File: src/rtl/mcu_clk_pkg.sv
`timescale 1ns/1ps
package mcu_clk_pkg;

  // Phase counter width in reference half-cycles (longest period is 60).
  localparam int PH_W = 7;

  typedef enum logic [1:0] {
    SRC_DIV = 2'd0,
    SRC_LF  = 2'd1,
    SRC_OFF = 2'd2
  } src_e;

  // Output period, in reference half-cycles, for each divided select value.
  function automatic logic [PH_W-1:0] half_len(input logic [2:0] sel);
    case (sel)
      3'd0:    half_len = PH_W'(2);
      3'd1:    half_len = PH_W'(4);
      3'd2:    half_len = PH_W'(6);
      3'd3:    half_len = PH_W'(15);
      3'd4:    half_len = PH_W'(20);
      3'd5:    half_len = PH_W'(30);
      default: half_len = PH_W'(60);
    endcase
  endfunction

endpackage

File: src/rtl/mcu_clk_sync.sv
`timescale 1ns/1ps
module mcu_clk_sync #(
  parameter int STAGES = 2
) (
  input  logic clk,
  input  logic rst,
  input  logic d,
  output logic q
);
  logic [STAGES-1:0] sh;

  generate
    if (STAGES == 1) begin : g_one
      always_ff @(posedge clk) begin
        if (rst) sh <= '0;
        else     sh <= d;
      end
    end else begin : g_chain
      always_ff @(posedge clk) begin
        if (rst) sh <= '0;
        else     sh <= {sh[STAGES-2:0], d};
      end
    end
  endgenerate

  assign q = sh[STAGES-1];
endmodule

File: src/rtl/mcu_clk_halfdiv.sv
`timescale 1ns/1ps
// Walks the output waveform two half-cycles per reference cycle.
// a_n is the level for the high phase of clk, b_n for the low phase.
module mcu_clk_halfdiv
  import mcu_clk_pkg::*;
(
  input  logic            clk,
  input  logic            rst,
  input  logic            restart,
  input  logic [PH_W-1:0] len,
  output logic            a_n,
  output logic            b_n
);
  localparam logic [PH_W:0] ONE = (PH_W+1)'(1);
  localparam logic [PH_W:0] TWO = (PH_W+1)'(2);

  logic [PH_W-1:0] ph_q, ph0, ph1, ph2, half;
  logic [PH_W:0]   s1, s2, lw;

  always_comb begin
    ph0  = restart ? '0 : ph_q;
    half = len >> 1;
    lw   = {1'b0, len};
    s1   = {1'b0, ph0} + ONE;
    s2   = {1'b0, ph0} + TWO;
    ph1  = (s1 >= lw) ? PH_W'(s1 - lw) : s1[PH_W-1:0];
    ph2  = (s2 >= lw) ? PH_W'(s2 - lw) : s2[PH_W-1:0];
    a_n  = (ph0 < half);
    b_n  = (ph1 < half);
  end

  always_ff @(posedge clk) begin
    if (rst) ph_q <= '0;
    else     ph_q <= ph2;
  end
endmodule

File: src/rtl/mcu_clk_tail.sv
`timescale 1ns/1ps
// Counts remaining output rising edges during a stopping sleep.
module mcu_clk_tail #(
  parameter int TAIL_UNIT = 128,
  parameter int TAIL_W    = 10
) (
  input  logic              clk,
  input  logic              rst,
  input  logic              sleep_on,
  input  logic [1:0]        tail_sel,
  input  logic              rise,
  output logic [TAIL_W-1:0] avail
);
  logic              on_q;
  logic [TAIL_W-1:0] rem_q, load;

  always_comb begin
    case (tail_sel)
      2'd0:    load = '0;
      2'd1:    load = TAIL_W'(TAIL_UNIT);
      2'd2:    load = TAIL_W'(TAIL_UNIT * 2);
      default: load = TAIL_W'(TAIL_UNIT * 4);
    endcase
  end

  // A fresh sleep entry sees the full reload in the same cycle.
  assign avail = (sleep_on && !on_q) ? load : rem_q;

  always_ff @(posedge clk) begin
    if (rst) begin
      on_q  <= 1'b0;
      rem_q <= '0;
    end else begin
      on_q <= sleep_on;
      if (!sleep_on)                 rem_q <= '0;
      else if (rise && avail != '0)  rem_q <= avail - TAIL_W'(1);
      else                           rem_q <= avail;
    end
  end
endmodule

File: src/rtl/mcu_clk_ddr.sv
`timescale 1ns/1ps
// Two-edge output stage: out = p ^ n, and only one flop changes per edge.
module mcu_clk_ddr (
  input  logic clk,
  input  logic rst,
  input  logic a_n,
  input  logic b_now,
  output logic out
);
  logic p_q, n_q;

  always_ff @(posedge clk) begin
    if (rst) p_q <= 1'b0;
    else     p_q <= a_n ^ n_q;
  end

  always_ff @(negedge clk) begin
    if (rst) n_q <= 1'b0;
    else     n_q <= b_now ^ p_q;
  end

  assign out = p_q ^ n_q;
endmodule

File: src/rtl/mcu_clkout.sv
`timescale 1ns/1ps
module mcu_clkout
  import mcu_clk_pkg::*;
#(
  parameter int SYNC_STAGES = 2,
  parameter int TAIL_UNIT   = 128
) (
  input  logic       clk,
  input  logic       rst,
  input  logic       lf_clk,
  input  logic [5:0] ctrl_word,
  input  logic       sleep_req,
  input  logic       irq_pending,
  output logic       mcu_clk
);
  localparam int TAIL_W = $clog2(TAIL_UNIT * 4 + 1);

  logic [2:0]        sel;
  logic              lf_en;
  logic [1:0]        tail_sel;
  logic              lf_s, eff_sleep;
  src_e              sel_src, des_src, act_src_q, nxt_src;
  logic [PH_W-1:0]   des_len, act_len_q, nxt_len;
  logic              commit, div_a, div_b, src_a, src_b, rise;
  logic              b_q;
  logic [TAIL_W-1:0] avail;

  assign sel      = ctrl_word[2:0];
  assign lf_en    = ctrl_word[3];
  assign tail_sel = ctrl_word[5:4];

  mcu_clk_sync #(.STAGES(SYNC_STAGES)) sync_i (
    .clk(clk), .rst(rst), .d(lf_clk), .q(lf_s)
  );

  // A pending interrupt defers sleep entirely.
  assign eff_sleep = sleep_req && !irq_pending;
  assign sel_src   = (sel == 3'b111) ? SRC_LF : SRC_DIV;

  always_comb begin
    if (!eff_sleep)         des_src = sel_src;
    else if (lf_en)         des_src = SRC_LF;
    else if (avail != '0)   des_src = sel_src;
    else                    des_src = SRC_OFF;
    des_len = (des_src == SRC_DIV) ? half_len(sel) : act_len_q;
  end

  // Switch only when the last driven half-cycle was low.
  assign commit  = ((des_src != act_src_q) || (des_len != act_len_q)) && !b_q;
  assign nxt_src = commit ? des_src : act_src_q;
  assign nxt_len = commit ? des_len : act_len_q;

  mcu_clk_halfdiv div_i (
    .clk(clk), .rst(rst),
    .restart(commit && des_src == SRC_DIV),
    .len(nxt_len), .a_n(div_a), .b_n(div_b)
  );

  always_comb begin
    case (nxt_src)
      SRC_DIV: begin src_a = div_a; src_b = div_b; end
      SRC_LF:  begin src_a = lf_s;  src_b = lf_s;  end
      default: begin src_a = 1'b0;  src_b = 1'b0;  end
    endcase
  end

  assign rise = (!b_q && src_a) || (!src_a && src_b);

  mcu_clk_tail #(.TAIL_UNIT(TAIL_UNIT), .TAIL_W(TAIL_W)) tail_i (
    .clk(clk), .rst(rst), .sleep_on(eff_sleep),
    .tail_sel(tail_sel), .rise(rise), .avail(avail)
  );

  always_ff @(posedge clk) begin
    if (rst) begin
      act_src_q <= SRC_DIV;
      act_len_q <= half_len(3'd0);
      b_q       <= 1'b0;
    end else begin
      act_src_q <= nxt_src;
      act_len_q <= nxt_len;
      b_q       <= src_b;
    end
  end

  mcu_clk_ddr ddr_i (
    .clk(clk), .rst(rst), .a_n(src_a), .b_now(b_q), .out(mcu_clk)
  );
endmodule

File: config.mk
export PLATFORM = sky130hd
export DESIGN_NAME = mcu_clkout
export DESIGN_NICKNAME = d
export VERILOG_FILES = /design/src/rtl/mcu_clk_pkg.sv /design/src/rtl/mcu_clk_sync.sv /design/src/rtl/mcu_clk_halfdiv.sv /design/src/rtl/mcu_clk_tail.sv /design/src/rtl/mcu_clk_ddr.sv /design/src/rtl/mcu_clkout.sv
export SDC_FILE = /design/constraint.sdc
export NUM_CORES = 1
export LEC_CHECK = 0
export BUFFER_PORTS_ARGS = -buffer_cell sky130_fd_sc_hd__buf_2
export CORE_UTILIZATION = 39
export DETAILED_ROUTE_END_ITERATION = 8
export SLEW_MARGIN = 20
export SYNTH_ARGS = -nofsm -noshare
export SYNTH_HDL_FRONTEND = slang
export SYNTH_SLANG_ARGS = --single-unit
export TNS_END_PERCENT = 50
File: constraint.sdc
create_clock -name clk -period 8.07 [get_ports clk]
set_clock_uncertainty 0.1 [all_clocks]
set_input_delay 1.2105 -clock clk [delete_from_list [all_inputs] [get_ports clk]]
set_output_delay 1.2105 -clock clk [all_outputs]
set_load 0.01 [all_outputs]
==> flow_summary_export.csv, run 1 <==
group,metric,value,unit
worst_setup_path,cp.arrival,7570,ps
finish,drive_above_1_share,12.9,%
route,drc,0,
synth,ys_types,67,
worst_setup_path,slowest_stage,"or3b_1",
min_path,hp-class,"reg2reg",
power,p_total,1.13,mW
sta,fin_crit_sh,92.2,%
synth,synth_fp_nets,418,
clock_tree,h-tree-depth,2,
synth,yosysSeqAreaShare,21.5,%
worst_setup_path,worst-setup-path-type,"in2reg",
place,hpwl,5750,µm
synth,synth_ff_type,"dfxtp_1",
finish,multi_input_area,2190,µm²
worst_setup_path,path_max_fanout,17,
place,globalplace.congestion,0.902,
sta,worstMarginPinSlew,813,ps
die,core_area,7330,µm²
global_route,overflow,0,
die,num_rows,31,
worst_setup_path,required,8200,ps
route,via_per_inst,5.53,
finish,area_growth,9.99,%
sta,whs,347,ps
power,powerDensity,343,nW/µm²
clock_tree,cts.sinks,32,
clock_tree,clock_latency,330,ps
sta,fmax,134,MHz
sta,setup_viol,0,
global_route,grt_max_degree,23,
die,floorplan.initialDensity,40.7,%
global_route,grt_use_total,19.6,%
route,wl_per_cell,14.5,µm
clock_tree,numCtsBuffers,5,
route,first_pass_iters,4,
global_route,antenna_found_initial,0,
power,peakVddDrop,0.144,mV
synth,yosysWarnings,0,
route,vias,2731,
clock_tree,cts-root-buf,"clkbuf_8",
worst_setup_path,slowest_delay,440,ps
clock_tree,cts_buffer_depth,2,
worst_setup_path,crit_path_end_kind,"flop",
sta,finalHoldViolations,0,
synth,syn-cell-area,2980,µm²
die,die_h,89.4,µm
worst_setup_path,cp-start-kind,"input port",
power,leakagePower,1.44,nW
route,wl,7180,µm
route,antenna_left,0,
finish,seq_area,641,µm²
worst_setup_path,cpMostUsedCell,"ha_1",
clock_tree,cts_setup_buffers,0,
synth,synth_edf_count,0,
place,portBuffers,11,
clock_tree,cts_tree,"built",
global_route,grt_pass1_wl,12100,µm
finish,fill_cells,723,
finish,antennaDiodeCount,0,
global_route,grt_pass1_vias,2626,
outcome,status,"finished clean",
die,die_x,89.4,µm
synth,synth_cells,378,
sta,rsz0062_at_grt,"no",
clock_tree,ctsHoldBuffers,0,
synth,ys_ff_latch,32,
run,maxCapViolations,0,
sta,final_max_slew_viol_count,0,
die,io_pins,12,
sta,maxSlewHeadroom,45.8,%
sta,tns,0,ps
route,first_iter_violations,123,
clock_tree,cts_resized,0,
clock_tree,clk_pin_slew,70,ps
synth,synth_async_sr_flop_share,0,%
synth,syn_avg_cell_area,7.89,µm²
finish,final_nets,434,
die,die_area,8000,µm²
sta,fin_crit,7440,ps
[kinds of logic (layout without fill, tap and decap cells)]
| family | Yosys count | count (layout) | share of synthesized area, % |
|---|---|---|---|
| simple gates | 153 | 153 | 27.2 |
| compound gates | 99 | 99 | 23.3 |
| buf+inv | 33 | 50 | 5.20 |
| flops | 32 | 32 | 21.5 |
| fa+ha+maj | 30 | 30 | 13.0 |
| xor+xnor | 21 | 21 | 6.17 |
| mux | 10 | 10 | 3.61 |
[registers in the layout, summed over array words and instances (netlist names)]
signal	flops
tail_i.rem_q	10
act_len_q	7
div_i.ph_q	7
act_src_q	2
sync_i.sh	2
b_q	1
ddr_i.n_q	1
ddr_i.p_q	1
tail_i.on_q	1
[routing by layer]
layer	global-route usage [%]	part of all wire, %	up-vias
met5	0	0	-
met3	3.23	2.8	9
met1	26.4	51	1297
li1	-	-	1392
met4	6.35	1.5	0
met2	31.9	45	33
[Yosys cell counts, types with 3 or more instances]
| library cell | number | share of area [%] |
|---|---|---|
| inv_1 | 17 | 2.1 |
| and3_1 | 6 | 1.3 |
| clkbuf_1 | 11 | 1.4 |
| o21ai_0 | 13 | 2.2 |
| a211oi_1 | 8 | 2.0 |
| a21o_1 | 13 | 3.3 |
| ha_1 | 27 | 11 |
| nand3_1 | 13 | 2.2 |
| a21oi_1 | 28 | 4.7 |
| xnor2_1 | 12 | 3.5 |
| xor2_1 | 9 | 2.6 |
| o211ai_1 | 5 | 1.3 |
| dfxtp_1 | 32 | 21 |
| mux2i_1 | 7 | 2.4 |
| o21a_1 | 4 | 1.0 |
| and4_1 | 3 | 0.88 |
| or3_1 | 3 | 0.63 |
| nor2_1 | 44 | 5.5 |
| nand2b_1 | 9 | 1.9 |
| nor3_1 | 12 | 2.0 |
| a41oi_1 | 3 | 0.88 |
| nand2_1 | 29 | 3.7 |
| and2_1 | 6 | 1.3 |
| nor2b_1 | 8 | 1.7 |
[layout by cell type, fill, tap and decap left out, drive strengths merged, types with 8 or more instances in the layout]
master,Yosys,layout
nor2,45,45
dfxtp,32,32
nand2,29,29
a21oi,28,28
ha,27,27
buf,5,25
inv,17,18
o21ai,16,16
nand3,14,14
nor3,14,14
a21o,13,13
xnor2,12,12
nand2b,9,9
xor2,9,9
nor2b,8,8
a211oi,8,8
[worst max-delay path, delay by kind of cell]
family | cells | cell delay [ps]
AO/OA/AOI/OAI | 11 | 2360
AND/OR/NAND/NOR | 12 | 1830
adder cells (fa/ha/maj) | 4 | 970
multiplexers | 2 | 710
buffers and inverters | 3 | 340
XOR/XNOR | 1 | 140
[per-stage QoR]
step,worst slack [ps],std cells,instance area [µm²],utilization [%]
detailed placement,266,486,3170,43.3
global placement,422,486,3170,43.3
global route,101,494,3280,44.7
floorplan,877,378,2980,-
finish,630,494,3280,44.7
CTS,559,494,3280,44.7
[power breakdown]
group | internal [mW] | leakage [nW] | switching, mW
clock | 0.0785 | 0.0628 | 0.0612
sequential | 0.190 | 0.262 | 0.0363
combinational | 0.348 | 1.12 | 0.412
total | 0.617 | 1.44 | 0.509
[area by class of cell]
| class | count | area share [%] |
|---|---|---|
| clock buffer | 6 | 2.86 |
| clock inverter | 3 | 0.382 |
| inverter | 16 | 1.83 |
| multi-input combinational | 313 | 66.7 |
| sequential | 32 | 19.5 |
| tap | 99 | 3.78 |
| timing repair buffer | 25 | 4.88 |
[final timing paths]
path / from / depth (start not counted) / to / slack (ps)
worst max-delay path: irq_pending / 33 / tail_i.rem_q[1]$_SDFF_PP0_ / 630
worst min-delay path: sync_i.sh[0]$_SDFF_PP0_ / 1 / sync_i.sh[1]$_SDFF_PP0_ / 350
worst max register to register: tail_i.on_q$_SDFF_PP0_ / 32 / tail_i.rem_q[1]$_SDFF_PP0_ / 1360
worst min register to register: sync_i.sh[0]$_SDFF_PP0_ / 1 / sync_i.sh[1]$_SDFF_PP0_ / 350
No activity file was read; power rests on OpenSTA's default activity.
==> run 2, diff against run 1 <==
--- a/config.mk
+++ b/config.mk
@@ -5,9 +5,9 @@
 export SDC_FILE = /design/constraint.sdc
 export NUM_CORES = 1
 export LEC_CHECK = 0
-export BUFFER_PORTS_ARGS = -buffer_cell sky130_fd_sc_hd__buf_2
 export CORE_UTILIZATION = 39
 export DETAILED_ROUTE_END_ITERATION = 8
+export DONT_BUFFER_PORTS = 1
 export SLEW_MARGIN = 20
 export SYNTH_ARGS = -nofsm -noshare
 export SYNTH_HDL_FRONTEND = slang
==> flow_summary_export.csv, run 2 (synthesis gave the netlist of run 1 again) <==
group,metric,value,unit
global_route,grt_pass1_vias,2556,
clock_tree,clk_pin_slew,70,ps
die,die_h,89.4,µm
sta,rsz0062_at_grt,"no",
worst_setup_path,worst-setup-path-type,"in2reg",
die,die_x,89.4,µm
global_route,overflow,0,
run,maxCapViolations,0,
finish,max_flop_register,"tail_i.rem_q",
clock_tree,clock_latency,330,ps
finish,area_growth,7.47,%
worst_setup_path,cp.arrival,7700,ps
power,powerDensity,351,nW/µm²
outcome,status,"finished clean",
clock_tree,numCtsBuffers,5,
clock_tree,h-tree-depth,2,
finish,final_common_cell,"nor2_1",
place,portBuffers,0,
die,io_pins,12,
worst_setup_path,cp-start-kind,"input port",
global_route,antenna_found_initial,0,
sta,maxSlewHeadroom,46.0,%
sta,final_max_slew_viol_count,0,
finish,instances_no_fill,480,
route,first_iter_violations,183,
sta,fin_crit,7580,ps
clock_tree,ctsHoldBuffers,0,
route,wl,7040,µm
finish,drive_above_1_share,9.45,%
global_route,grt_pass1_wl,12000,µm
clock_tree,cts_resized,0,
route,drc,0,
route,vias,2651,
clock_tree,cts-root-buf,"clkbuf_8",
finish,largest_reg_flops,10,
power,leakagePower,1.38,nW
finish,final_nets,420,
finish,largest_registers,"tail_i.rem_q (10), act_len_q (7), div_i.ph_q (7)",
place,hpwl,5580,µm
worst_setup_path,r2r_cells,32,
worst_setup_path,startpoint,"irq_pending",
global_route,grt_max_degree,23,
worst_setup_path,timing.rr.end,"tail_i.rem_q[1]$_SDFF_PP0_",
clock_tree,cts.sinks,32,
sta,finalHoldViolations,0,
clock_tree,cts_buffer_depth,2,
place,globalplace.congestion,0.934,
finish,antennaDiodeCount,0,
worst_setup_path,rrSetupSlack,1110,ps
route,via_per_inst,5.52,
worst_setup_path,path_max_fanout,17,
die,num_rows,31,
global_route,grt_use_total,19.2,%
worst_setup_path,slowest_stage,"a2111oi_4",
clock_tree,cts_setup_buffers,0,
worst_setup_path,required,8190,ps
worst_setup_path,r2r-start,"tail_i.on_q$_SDFF_PP0_",
sta,fin_crit_sh,93.9,%
sta,fmax,132,MHz
finish,layout_common_cells,"44 x nor2_1, 32 x dfxtp_1, 29 x nand2_1",
sta,setup_viol,0,
die,floorplan.initialDensity,40.7,%
clock_tree,cts_tree,"built",
sta,worstMarginPinSlew,809,ps
place,dp_cells,472,
worst_setup_path,crit_path_end_kind,"flop",
power,peakVddDrop,0.123,mV
die,core_area,7330,µm²
die,die_area,8000,µm²
route,antenna_left,0,
sta,tns,0,ps
route,wl_per_cell,14.7,µm
worst_setup_path,cp-endpoint,"tail_i.rem_q[1]$_SDFF_PP0_",
worst_setup_path,slowest_delay,460,ps
min_path,holdPathStages,1,
route,first_pass_iters,4,
min_path,hp-class,"reg2reg",
-- run 2: routing by layer --
layer  GRT usage [%]  wire [µm]
met4            4.76         86
met5               0          0
met3            3.23        250
met1            26.5       3660
met2            31.0       3040
-- run 2: area by class of cell --
cell class              instances  area (µm²)
fillers                       730        4130
clock buffers                   6        72.6
well taps                      99         124
multi-input cells             313        2190
inverters                      16        60.1
clock inverters                 3        38.8
flip-flops and latches         32         641
repair buffers                 11        82.6
-- run 2: worst min path at each step --
stage                                    endpoint  slack, ps               startpoint
after floorplan           sync_i.sh[1]$_SDFF_PP0_        310  sync_i.sh[0]$_SDFF_PP0_
after global placement    sync_i.sh[1]$_SDFF_PP0_        340  sync_i.sh[0]$_SDFF_PP0_
after detailed placement  sync_i.sh[1]$_SDFF_PP0_        350  sync_i.sh[0]$_SDFF_PP0_
after CTS                 sync_i.sh[1]$_SDFF_PP0_        360  sync_i.sh[0]$_SDFF_PP0_
after global routing      sync_i.sh[1]$_SDFF_PP0_        360  sync_i.sh[0]$_SDFF_PP0_
final                     sync_i.sh[1]$_SDFF_PP0_        350  sync_i.sh[0]$_SDFF_PP0_
-- run 2: worst max-delay path: cells and delay by family --
| family | cells | cell delay (ps) |
|---|---|---|
| compound gates | 11 | 2510 |
| simple gates | 12 | 1980 |
| fa+ha+maj | 4 | 880 |
| buf+inv | 2 | 220 |
| mux | 2 | 730 |
| xor+xnor | 1 | 140 |
-- run 2: metrics by stage --
step / hold slack (ps) / area, µm² / setup WS, ps / util, % / total power [mW]
CTS: 358 / 3200 / 574 / 43.7 / 1.13
detailed placement: 348 / 3100 / 302 / 42.2 / 0.969
global route: 365 / 3200 / 15.1 / 43.7 / 1.23
finish: 351 / 3200 / 491 / 43.7 / 1.13
global placement: 343 / 3100 / 432 / 42.2 / 0.963
floorplan: 314 / 2980 / 877 / - / 0.856
-- run 2: where the power goes --
group	internal, mW	leakage, nW	switching, mW	total (mW)
clock	0.0923	0.0605	0.0605	0.153
sequential	0.190	0.262	0.0357	0.226
combinational	0.338	1.06	0.409	0.747
